===== src/rtl/map_req_pkg.sv =====
package map_req_pkg;
  localparam int AW    = 32;
  localparam int LOW_W = 16;
  localparam int TW    = 8;

  localparam logic [TW-1:0] WIN_FLASH = TW'(1);
  localparam logic [TW-1:0] WIN_MEM   = TW'(2);

  typedef enum logic [2:0] {
    ERR_NONE  = 3'd0,
    ERR_TYPE  = 3'd1,
    ERR_LOW   = 3'd2,
    ERR_ALIGN = 3'd3,
    ERR_RANGE = 3'd4,
    ERR_SIZE  = 3'd5,
    ERR_POW2  = 3'd6
  } err_e;

  typedef struct packed {
    logic          query;
    logic [TW-1:0] wtype;
    logic [TW-1:0] wid;
    logic [AW-1:0] host;
    logic [AW-1:0] off;
    logic [AW-1:0] size;
  } req_t;
endpackage


===== src/rtl/map_region_sel.sv =====
module map_region_sel
  import map_req_pkg::*;
#(
  parameter logic [AW-1:0] FLASH_BASE = 32'h2000_0000,
  parameter logic [AW-1:0] FLASH_SIZE = 32'h0400_0000,
  parameter logic [AW-1:0] MEM_BASE   = 32'h9800_0000,
  parameter logic [AW-1:0] MEM_SIZE   = 32'h0200_0000
) (
  input  logic [TW-1:0] wtype_i,
  output logic          hit_o,
  output logic [AW-1:0] base_o,
  output logic [AW-1:0] lim_o
);
  always_comb begin
    hit_o  = 1'b1;
    base_o = '0;
    lim_o  = '0;
    unique case (wtype_i)
      WIN_FLASH: begin base_o = FLASH_BASE; lim_o = FLASH_SIZE; end
      WIN_MEM:   begin base_o = MEM_BASE;   lim_o = MEM_SIZE;   end
      default:   hit_o = 1'b0;
    endcase
  end
endmodule


===== src/rtl/map_rule_chk.sv =====
module map_rule_chk
  import map_req_pkg::*;
(
  input  req_t          req_i,
  input  logic          hit_i,
  input  logic [AW-1:0] lim_i,
  output err_e          err_o
);
  localparam logic [AW-1:0] LOW_MASK = AW'((64'd1 << LOW_W) - 64'd1);

  logic [AW:0]   sum;
  logic [AW-1:0] size_m1;
  logic          pow2;

  always_comb begin
    sum     = {1'b0, req_i.off} + {1'b0, req_i.size};
    size_m1 = req_i.size - AW'(1);
    pow2    = (req_i.size & size_m1) == '0;
    err_o   = ERR_NONE;
    if (req_i.query) begin
      if (!(req_i.wtype == WIN_MEM && req_i.wid == '0)) err_o = ERR_TYPE;
    end else if (!hit_i)                                  err_o = ERR_TYPE;
    else if (((req_i.size | req_i.off) & LOW_MASK) != '0) err_o = ERR_LOW;
    else if ((req_i.off & size_m1) != '0)                 err_o = ERR_ALIGN;
    else if (sum[AW] || sum[AW-1:0] > lim_i)              err_o = ERR_RANGE;  // carry first
    else if (req_i.size == '0 || req_i.size > lim_i)      err_o = ERR_SIZE;
    else if (!pow2)                                       err_o = ERR_POW2;
  end
endmodule


===== src/rtl/map_word_gen.sv =====
module map_word_gen
  import map_req_pkg::*;
(
  input  logic [AW-1:0] base_i,
  input  logic [AW-1:0] off_i,
  input  logic [AW-1:0] host_i,
  input  logic [AW-1:0] size_i,
  output logic [AW-1:0] word0_o,
  output logic [AW-1:0] word1_o
);
  always_comb begin
    word0_o = (base_i + off_i) | (host_i >> LOW_W);
    word1_o = ~(size_i - AW'(1)) | ((size_i >> LOW_W) - AW'(1));
  end
endmodule


===== src/rtl/map_req_check.sv =====
module map_req_check
  import map_req_pkg::*;
#(
  parameter logic [AW-1:0] FLASH_BASE = 32'h2000_0000,
  parameter logic [AW-1:0] FLASH_SIZE = 32'h0400_0000,
  parameter logic [AW-1:0] MEM_BASE   = 32'h9800_0000,
  parameter logic [AW-1:0] MEM_SIZE   = 32'h0200_0000
) (
  input  logic          clk_i,
  input  logic          rst_ni,
  input  logic          req_valid_i,
  input  logic          req_query_i,
  input  logic [TW-1:0] win_type_i,
  input  logic [TW-1:0] win_id_i,
  input  logic [AW-1:0] host_addr_i,
  input  logic [AW-1:0] offset_i,
  input  logic [AW-1:0] size_i,
  output logic          busy_o,
  output logic          done_o,
  output logic [2:0]    err_o,
  output logic [AW-1:0] word0_o,
  output logic [AW-1:0] word1_o,
  output logic [AW-1:0] size_o
);
  logic          s1_vld;
  req_t          s1_req;
  logic          hit;
  logic [AW-1:0] base, lim, w0, w1;
  err_e          err;

  // stage 1: capture, drop strobes while occupied
  always_ff @(posedge clk_i or negedge rst_ni) begin
    if (!rst_ni) begin
      s1_vld <= 1'b0;
      s1_req <= '0;
    end else begin
      s1_vld <= req_valid_i && !s1_vld;
      if (req_valid_i && !s1_vld)
        s1_req <= '{query: req_query_i, wtype: win_type_i, wid: win_id_i,
                    host: host_addr_i, off: offset_i, size: size_i};
    end
  end

  map_region_sel #(
    .FLASH_BASE(FLASH_BASE), .FLASH_SIZE(FLASH_SIZE),
    .MEM_BASE(MEM_BASE),     .MEM_SIZE(MEM_SIZE)
  ) u_sel (
    .wtype_i(s1_req.wtype), .hit_o(hit), .base_o(base), .lim_o(lim)
  );

  map_rule_chk u_chk (
    .req_i(s1_req), .hit_i(hit), .lim_i(lim), .err_o(err)
  );

  map_word_gen u_gen (
    .base_i(base), .off_i(s1_req.off), .host_i(s1_req.host),
    .size_i(s1_req.size), .word0_o(w0), .word1_o(w1)
  );

  // stage 2: result registers
  always_ff @(posedge clk_i or negedge rst_ni) begin
    if (!rst_ni) begin
      done_o  <= 1'b0;
      err_o   <= '0;
      word0_o <= '0;
      word1_o <= '0;
      size_o  <= '0;
    end else begin
      done_o <= s1_vld;
      if (s1_vld) begin
        err_o   <= err;
        word0_o <= (err == ERR_NONE && !s1_req.query) ? w0 : '0;
        word1_o <= (err == ERR_NONE && !s1_req.query) ? w1 : '0;
        size_o  <= (err == ERR_NONE &&  s1_req.query) ? MEM_SIZE : '0;
      end
    end
  end

  assign busy_o = s1_vld;
endmodule


===== config.mk =====
export PLATFORM = sky130hd
export DESIGN_NAME = map_req_check
export DESIGN_NICKNAME = d
export VERILOG_FILES = /design/src/rtl/map_req_pkg.sv /design/src/rtl/map_region_sel.sv /design/src/rtl/map_rule_chk.sv /design/src/rtl/map_word_gen.sv /design/src/rtl/map_req_check.sv
export SDC_FILE = /design/constraint.sdc
export NUM_CORES = 1
export LEC_CHECK = 0
export ABC_CLOCK_PERIOD_IN_PS = 6700
export CAP_MARGIN = 30
export CORE_MARGIN = 3
export CORE_UTILIZATION = 45
export CTS_CLUSTER_DIAMETER = 200
export CTS_CLUSTER_SIZE = 24
export DETAILED_ROUTE_END_ITERATION = 7
export GPL_TIMING_DRIVEN = 0
export PLACE_DENSITY = 0.73
export SYNTH_ARGS = -nofsm -noshare
export SYNTH_HDL_FRONTEND = slang
export SYNTH_SLANG_ARGS = --single-unit

===== constraint.sdc =====
create_clock -name clk_i -period 6.7 [get_ports clk_i]
set_input_delay 1.005 -clock clk_i [delete_from_list [all_inputs] [get_ports clk_i]]
set_output_delay 1.005 -clock clk_i [all_outputs]
set_load 0.01 [all_outputs]

# Yosys cells after proc, flatten, opt, wreduce, memory -nomap -nowiden

Cells that the tools add are included.

Output and inout port bits: 101
Word-level logic and storage cells: 55
Register bits: 214
Input port bits: 116

$add $sub $neg: 4
Reductions and logical operators: 15
Magnitude comparators: 2
Bitwise gates (word level): 6
Equality and inequality tests: 2
Multiplexer cells: 14

Operators with widths:

| kind                                               | number |
|---|---|
| bitwise AND 32 bit                                 | 2 |
| greater-than comparator 32 x 27 -> 1 bit           | 2 |
| logical NOT 32 bit                                 | 2 |
| two-way mux 32 bit                                 | 2 |
| case mux 32 bit (2 select lines)                   | 1 |
| nonzero test 32 bit                                | 2 |
| case mux 27 bit (2 select lines)                   | 1 |
| adder 32 x 32 -> 33 bit                            | 1 |
| adder 32 bit                                       | 1 |
| NOT 32 bit                                         | 1 |
| OR 32 x 16 -> 32 bit                               | 1 |
| OR 32 bit                                          | 1 |
| subtractor 32 x 1 -> 32 bit, second input constant | 1 |
| two-way mux 26 bit                                 | 1 |
| two-way mux 3 bit                                  | 7 |
| subtractor 16 x 1 -> 17 bit, second input constant | 1 |
| OR 16 bit                                          | 1 |
| == test 8 x 1 -> 1 bit, second input constant      | 1 |
| == test 8 x 2 -> 1 bit, second input constant      | 1 |
| logical NOT 8 bit                                  | 1 |
| logical AND 1 bit                                  | 4 |
| logical NOT 3 bit                                  | 1 |
| logical NOT 1 bit                                  | 2 |
| logical OR 1 bit                                   | 2 |
| 2 further kinds                                    | 3 |

# Depth between registers and ports, before layout

Word-level depth: 13
Mapped depth: 24
Mapped depth without buffers: 21

# Hierarchy

Synthesis repeated with hierarchy kept, for this count alone.

Cell total of the unflattened synthesis: 1,664
Area, all modules: 15,681.3 µm²

By module, submodules not included:

| module         | area an instance (µm²) | seq. area each (µm²) | instances | cells an instance |
|---|---|---|---|---|
| map_req_check  | 7,851.3                | 4,579.4              | 1         | 570 |
| map_rule_chk   | 4,581.9                | 0.0                  | 1         | 617 |
| map_word_gen   | 2,727.6                | 0.0                  | 1         | 408 |
| map_region_sel | 520.5                  | 0.0                  | 1         | 69 |

# Least setup slack after synthesis

No wires, ideal clock.

Kind: flip-flop to flip-flop
From: register s1_req[0] (netlist name)
To: register word0_o[23]
Setup time: 0.146 ns
Period minus slack after synthesis: 5.113 ns
Required time: 6.554 ns
Arrival time: 4.967 ns
Stages on the path, launching flop included: 24
Buffers on the path: 2
Slack: 1.587 ns
Path through: dfrtp_1 -> ha_1 -> fa_1 -> a211oi_2 -> o211ai_2 -> a21oi_4 -> o311ai_2 -> o21a_2 -> o21a_1 -> nor2_1 -> xnor2_1 -> ha_1 -> nor4bb_1 -> o2111ai_1 -> a221oi_2 -> o31ai_1 -> a2111oi_1 -> nand4_1 -> nor4_2 -> o211ai_2 -> o31ai_2 -> buf_4 -> buf_6 -> o32ai_2

Word-level cells in the longest chain between the ends: 13
Elaborated cells on any way between the ends: 23
Classes of those cells: add/sub (2); order compare (2); mux (8); bitwise (3); reduce/logical (8)

RTL lines:

| element                                                                         | line                | source |
|---|---|---|
| start: declaration                                                              | map_req_check.sv:26 | `req_t s1_req;` |
| start signal: assignment                                                        | map_req_check.sv:39 | `s1_req <= '{query: req_query_i, wtype: win_type_i, wid: win_id_i,` |
| parallel branches: the longest is 7 deep, another holds adder 32 x 32 -> 33 bit | --                  |  |
| two-way mux 3 bit (*)                                                           | map_rule_chk.sv:23  | `else if (((req_i.size \| req_i.off) & LOW_MASK) != '0) err_o = ERR_LOW;` |
| two-way mux 3 bit (*)                                                           | map_rule_chk.sv:22  | `end else if (!hit_i) err_o = ERR_TYPE;` |
| two-way mux 3 bit (*)                                                           | map_rule_chk.sv:20  | `if (req_i.query) begin` |
| logical NOT 3 bit (*)                                                           | map_req_check.sv:72 | `word0_o <= (err == ERR_NONE && !s1_req.query) ? w0 : '0;` |
| logical AND 1 bit (*)                                                           | map_req_check.sv:72 |  |
| two-way mux 32 bit (*)                                                          | map_req_check.sv:72 |  |
| end signal: assignment                                                          | map_req_check.sv:72 |  |
| end: declaration                                                                | map_req_check.sv:21 | `output logic [AW-1:0] word0_o,` |

Mark *: on every way between the ends.
A chain may end at the register's enable or synchronous reset.

# Final worst setup path

From: register s1_req[32] (netlist name)
To: register word0_o[26]

Word-level cells in the longest chain between the ends: 11
Elaborated cells on any way between the ends: 17
Classes of those cells: add/sub (2); order compare (1); mux (6); bitwise (3); reduce/logical (5)

RTL lines:

| element                                  | line                | source |
|---|---|---|
| adder 32 x 32 -> 33 bit                  | map_rule_chk.sv:16  | `sum = {1'b0, req_i.off} + {1'b0, req_i.size};` |
| greater-than comparator 32 x 27 -> 1 bit | map_rule_chk.sv:25  | `else if (sum[AW] \|\| sum[AW-1:0] > lim_i) err_o = ERR_RANGE;` |
| logical OR 1 bit                         | map_rule_chk.sv:25  |  |
| two-way mux 3 bit                        | map_rule_chk.sv:25  |  |
| two-way mux 3 bit                        | map_rule_chk.sv:24  | `else if ((req_i.off & size_m1) != '0) err_o = ERR_ALIGN;` |
| two-way mux 3 bit                        | map_rule_chk.sv:23  |  |
| two-way mux 3 bit                        | map_rule_chk.sv:22  |  |
| two-way mux 3 bit                        | map_rule_chk.sv:20  |  |
| logical NOT 3 bit                        | map_req_check.sv:72 |  |
| logical AND 1 bit                        | map_req_check.sv:72 |  |
| two-way mux 32 bit (*)                   | map_req_check.sv:72 |  |

Every way passes the cells marked *; elsewhere a longest branch is shown, timed or not.

==> metrics.txt <==
# TYPE chip_impl_metric gauge
chip_impl_info{name="layout.cells.most_common",value="sky130_fd_sc_hd__clkdlybuf4s50_1"} 1
chip_impl_metric{name="place_area",unit="mm^2"} 0.01368
chip_impl_metric{name="syn_inst",unit=""} 1157
chip_impl_metric{name="netlist_area",unit="mm^2"} 0.01143
chip_impl_info{name="post_synth_top_area_cell",value="sky130_fd_sc_hd__dfrtp_1"} 1
chip_impl_metric{name="layoutNonFillerInstCount",unit=""} 1712
chip_impl_metric{name="standby_leakage_power",unit="nW"} 5.905
chip_impl_metric{name="ir_drop",unit="mV"} 0.1476
chip_impl_metric{name="floorplan.core_area",unit="mm^2"} 0.02468
chip_impl_info{name="hold_path.class",value="reg -> reg"} 1
chip_impl_metric{name="dp.final_hpwl",unit="um"} 28990
chip_impl_metric{name="cts_sinks",unit=""} 167
chip_impl_metric{name="area_growth",unit="%"} 25.07
chip_impl_info{name="criticalPathCategory",value="reg -> reg"} 1
chip_impl_info{name="synthFlopType",value="sky130_fd_sc_hd__dfrtp_1"} 1
chip_impl_info{name="hold_end",value="done_o$_DFF_PN0_"} 1
chip_impl_info{name="outcome",value="finished clean"} 1
chip_impl_metric{name="synthesis_warning_total",unit=""} 0
chip_impl_metric{name="number_of_nets_still_failing_antenna_checks_after_routing",unit=""} 0
chip_impl_metric{name="numCtsBuffers",unit=""} 17
chip_impl_metric{name="grt_util_met3",unit="%"} 4.540
chip_impl_metric{name="whs_path_depth",unit=""} 0
chip_impl_metric{name="worstPathRequired",unit="ns"} 6.99
chip_impl_metric{name="globalRouteOverflowTotal",unit=""} 0
chip_impl_metric{name="die_height",unit="um"} 165.4
chip_impl_metric{name="antenna_cells_inserted",unit=""} 0
chip_impl_metric{name="place.detailed.instances",unit=""} 1681
chip_impl_metric{name="use_met1",unit="%"} 38.07
chip_impl_metric{name="max_slew.worst_pin.slew",unit="ns"} 0.9154
chip_impl_metric{name="fmax",unit="MHz"} 153.6
chip_impl_info{name="end_kind",value="register"} 1
chip_impl_metric{name="ys_seq_elements",unit=""} 167
chip_impl_metric{name="cts_hold_buffers",unit=""} 0
chip_impl_metric{name="post_layout_inst_area",unit="mm^2"} 0.01430
chip_impl_info{name="hold_path.startpoint",value="busy_o$_DFF_PN0_"} 1
chip_impl_metric{name="drt-total-wl",unit="um"} 36610
chip_impl_metric{name="total_power",unit="W"} 0.003331
chip_impl_info{name="tritoncts",value="done"} 1
chip_impl_metric{name="post-synth-top-area-fraction",unit="%"} 36.55
chip_impl_metric{name="design.portCount",unit=""} 217
chip_impl_metric{name="worstPathMaxFanout",unit=""} 10
chip_impl_metric{name="final_routed_drc_violation_total",unit=""} 0
chip_impl_metric{name="data_arrival_time_of_the_critical_path",unit="ns"} 6.80
chip_impl_metric{name="wire_length_of_the_first_global_routing_pass",unit="um"} 55480
chip_impl_metric{name="finalSetupViolCount",unit=""} 0
chip_impl_metric{name="avgSynthCellArea",unit="um^2"} 9.882
chip_impl_metric{name="layout-drive-gt1-share",unit="%"} 17.44
chip_impl_metric{name="gr-usage-met2",unit="%"} 42.68
chip_impl_metric{name="floorplan.die_area",unit="mm^2"} 0.02736
chip_impl_metric{name="timing.final.hold_violations",unit=""} 0
chip_impl_metric{name="initial_core_util",unit="%"} 46.33
chip_impl_info{name="r2r_end",value="word0_o[26]$_DFFE_PN0P_"} 1
chip_impl_metric{name="period_share",unit="%"} 97.20
chip_impl_metric{name="io_buffers",unit=""} 169
chip_impl_metric{name="via_per_inst",unit=""} 5.690
chip_impl_metric{name="finish.net_count",unit=""} 1583
chip_impl_metric{name="htree_levels",unit=""} 4
chip_impl_metric{name="post-route-min-period",unit="ns"} 6.513
chip_impl_metric{name="drv_slew",unit=""} 0
chip_impl_metric{name="place.gp.congestion",unit=""} 0.9671
chip_impl_metric{name="post_drt_wl_per_cell",unit="um"} 21.38
chip_impl_info{name="most_used_cells_in_the_layout_excluding_fill_and_tap_cells",value="sky130_fd_sc_hd__clkdlybuf4s50_1 (168), sky130_fd_sc_hd__dfrtp_1 (167), sky130_fd_sc_hd__inv_1 (132), sky130_fd_sc_hd__nand2_1 (111), sky130_fd_sc_hd__o21ai_0 (104)"} 1
chip_impl_info{name="ys_top_cells_by_area",value="sky130_fd_sc_hd__dfrtp_1 (37%), sky130_fd_sc_hd__ha_1 (9.7%), sky130_fd_sc_hd__o32ai_2 (8.3%), sky130_fd_sc_hd__mux2_2 (5.9%), sky130_fd_sc_hd__o21ai_0 (4.6%)"} 1
chip_impl_metric{name="gr-usage-all-layers",unit="%"} 26.80
chip_impl_metric{name="hold_slack",unit="ns"} 0.4607
chip_impl_metric{name="skew",unit="ns"} 0.01205
chip_impl_info{name="grt_busiest_layer",value="met2"} 1
chip_impl_metric{name="worst_setup_hold_path_clk_slew",unit="ns"} 0.07
chip_impl_metric{name="worst_slew_margin_rel",unit="%"} 38.77
chip_impl_metric{name="first_global_vias",unit=""} 9565
chip_impl_metric{name="maxCapViolCount",unit=""} 0
chip_impl_metric{name="dr_iter_0_viols",unit=""} 932
chip_impl_metric{name="ys_async_sr_fraction",unit="%"} 100.0
chip_impl_metric{name="grt_max_degree",unit=""} 85
chip_impl_info{name="worst_r2r_startpoint",value="s1_req[32]$_DFFE_PN0P_"} 1
chip_impl_info{name="critPathLaunchType",value="register"} 1
chip_impl_metric{name="die_x",unit="um"} 165.4
chip_impl_metric{name="power_density",unit="mW/mm^2"} 233.0
chip_impl_metric{name="synth.distinct_cells",unit=""} 78
chip_impl_metric{name="worstSkewPairLatency",unit="ns"} 0.44
chip_impl_metric{name="detailroute.via_count",unit=""} 9742
chip_impl_info{name="clockRootBuffer",value="sky130_fd_sc_hd__clkbuf_16"} 1
chip_impl_metric{name="number_of_enable_type_register_cells_in_the_synthesized_netlist",unit=""} 0
chip_impl_metric{name="antenna_found_initial",unit=""} 0
chip_impl_metric{name="cts_setup_buffers",unit=""} 0
chip_impl_metric{name="worst_r2r_path_depth",unit=""} 23
chip_impl_metric{name="clock_tree.buffer_depth",unit=""} 2
chip_impl_metric{name="r2r_setup_slack",unit="ns"} 0.19
chip_impl_metric{name="placementRows",unit=""} 57
chip_impl_metric{name="yosysSeqAreaShare",unit="%"} 36.55
chip_impl_metric{name="drt_pre_antenna_iters",unit=""} 5
[stage by stage]
stage	worst slack [ns]	util [%]	TNS [ns]
floorplan	1.587	-	0
global route	-0.0003348	57.95	-0.0005103
finish	0.1875	57.95	0
global placement	-2.277	55.29	-384.05
CTS	0.02350	57.83	0
detailed placement	-0.1061	55.42	-3.873
[layout make-up]
type / instances / area (um^2)
Clock buffer: 17 / 425.4
Fill cell: 2214 / 10380
Timing Repair Buffer: 170 / 1724
Buffer: 94 / 726.9
Inverter: 132 / 495.5
Tap cell: 324 / 405.4
Multi-Input combinational cell: 794 / 6178
Clock inverter: 14 / 165.2
Sequential cell: 167 / 4179
[worst max-delay path, stage by stage, from the launching register on]
cell	delay [ns]
sky130_fd_sc_hd__dfrtp_1	0.46
sky130_fd_sc_hd__ha_1	0.26
sky130_fd_sc_hd__fa_1	0.47
sky130_fd_sc_hd__a211oi_4	0.35
sky130_fd_sc_hd__o211ai_2	0.18
sky130_fd_sc_hd__a21oi_4	0.27
sky130_fd_sc_hd__o311ai_2	0.15
sky130_fd_sc_hd__o21a_2	0.25
sky130_fd_sc_hd__o21a_1	0.18
sky130_fd_sc_hd__nor2_1	0.11
sky130_fd_sc_hd__xnor2_1	0.08
sky130_fd_sc_hd__ha_1	0.32
sky130_fd_sc_hd__nor4bb_2	0.34
sky130_fd_sc_hd__o2111ai_1	0.25
sky130_fd_sc_hd__a221oi_2	0.21
sky130_fd_sc_hd__o31ai_1	0.11
sky130_fd_sc_hd__a2111oi_2	0.46
sky130_fd_sc_hd__nand4_1	0.18
sky130_fd_sc_hd__nor4_2	0.49
sky130_fd_sc_hd__o211ai_2	0.22
sky130_fd_sc_hd__o31ai_4	0.35
sky130_fd_sc_hd__buf_4	0.32
sky130_fd_sc_hd__buf_6	0.21
sky130_fd_sc_hd__o32ai_2	0.11
[state kept, by name, indices dropped and copies added, names as in the netlist]
signal and count:
busy_o 1, size_o 1, word0_o 32, s1_req 97, err_o 3, word1_o 32
done_o 1
[synth_stat cells (3+ instances only)]
master and number:
sky130_fd_sc_hd__o2111ai_1 3, sky130_fd_sc_hd__buf_4 38, sky130_fd_sc_hd__a221oi_1 6, sky130_fd_sc_hd__o21ai_0 104
sky130_fd_sc_hd__o21a_1 11, sky130_fd_sc_hd__xnor2_1 14, sky130_fd_sc_hd__mux2i_1 4, sky130_fd_sc_hd__nand4b_1 3
sky130_fd_sc_hd__o31ai_2 3, sky130_fd_sc_hd__buf_6 10, sky130_fd_sc_hd__a31oi_1 4, sky130_fd_sc_hd__dfrtp_1 167
sky130_fd_sc_hd__o32ai_1 4, sky130_fd_sc_hd__nor3_1 15, sky130_fd_sc_hd__or3_1 5, sky130_fd_sc_hd__dlygate4sd3_1 7
sky130_fd_sc_hd__o21bai_1 3, sky130_fd_sc_hd__a211oi_1 4, sky130_fd_sc_hd__nor2_1 43, sky130_fd_sc_hd__nor4_1 17
sky130_fd_sc_hd__buf_1 3, sky130_fd_sc_hd__o21ai_1 7, sky130_fd_sc_hd__nand2b_1 4, sky130_fd_sc_hd__a21oi_2 5
sky130_fd_sc_hd__ha_1 89, sky130_fd_sc_hd__o32ai_2 58, sky130_fd_sc_hd__and2_1 3, sky130_fd_sc_hd__o31ai_1 3
sky130_fd_sc_hd__o211ai_1 5, sky130_fd_sc_hd__nor2b_1 5, sky130_fd_sc_hd__a21oi_1 37, sky130_fd_sc_hd__and3_1 6
sky130_fd_sc_hd__mux2_2 60, sky130_fd_sc_hd__clkbuf_1 24, sky130_fd_sc_hd__a21o_1 18, sky130_fd_sc_hd__inv_1 132
sky130_fd_sc_hd__nand4_1 25, sky130_fd_sc_hd__buf_8 9, sky130_fd_sc_hd__nand2_1 111, sky130_fd_sc_hd__xor2_1 12
sky130_fd_sc_hd__nand3_1 13, sky130_fd_sc_hd__o22ai_1 15
[cell families (layout without fill, tap and decap cells)]
group / Yosys count / count (layout) / synth area share, %
AO/OA/AOI/OAI: 318 / 318 / 23.04
multiplexers: 64 / 64 / 6.260
buffers and inverters: 226 / 427 / 10.69
other: 1 / 31 / 0.03280
adder cells (fa/ha/maj): 91 / 91 / 10.09
flip-flops: 167 / 167 / 36.55
XOR/XNOR: 26 / 26 / 1.992
AND/OR/NAND/NOR: 264 / 264 / 11.35
[worst max-delay path by stage]
stage                            from                      end  slack (ns)  cells past startpoint
4_1_cts        s1_req[32]$_DFFE_PN0P_  word0_o[26]$_DFFE_PN0P_        0.02                     23
3_5_place_dp   s1_req[32]$_DFFE_PN0P_  word0_o[15]$_DFFE_PN0P_       -0.11                     23
2_1_floorplan   s1_req[0]$_DFFE_PN0P_  word0_o[23]$_DFFE_PN0P_        1.59                     23
5_1_grt        s1_req[32]$_DFFE_PN0P_  word0_o[30]$_DFFE_PN0P_     -0.0003                     23
6_report       s1_req[32]$_DFFE_PN0P_  word0_o[26]$_DFFE_PN0P_        0.19                     23
3_3_place_gp                   rst_ni   s1_req[57]$_DFFE_PN0P_       -2.28                      1
[timing repair]
item	CTS	global route
endpoints found under the hold margin	0	0
gates resized for setup	1	4
setup endpoints to repair	50	65
[power by group]
part | internal (W) | leakage (nW) | switching, W
sequential | 0.00109 | 2.13 | 0.000120
clock | 0.000559 | 0.289 | 0.000454
combinational | 0.000463 | 3.49 | 0.000642
total | 0.00212 | 5.90 | 0.00122
[layer usage]
metal | vias to the layer above | routed length [um]
met5 | - | 0
met4 | 0 | 692
met3 | 40 | 2597
met2 | 376 | 16920
met1 | 4787 | 16400
li1 | 4539 | -
Note: power is estimated with default switching activity, not from simulation.
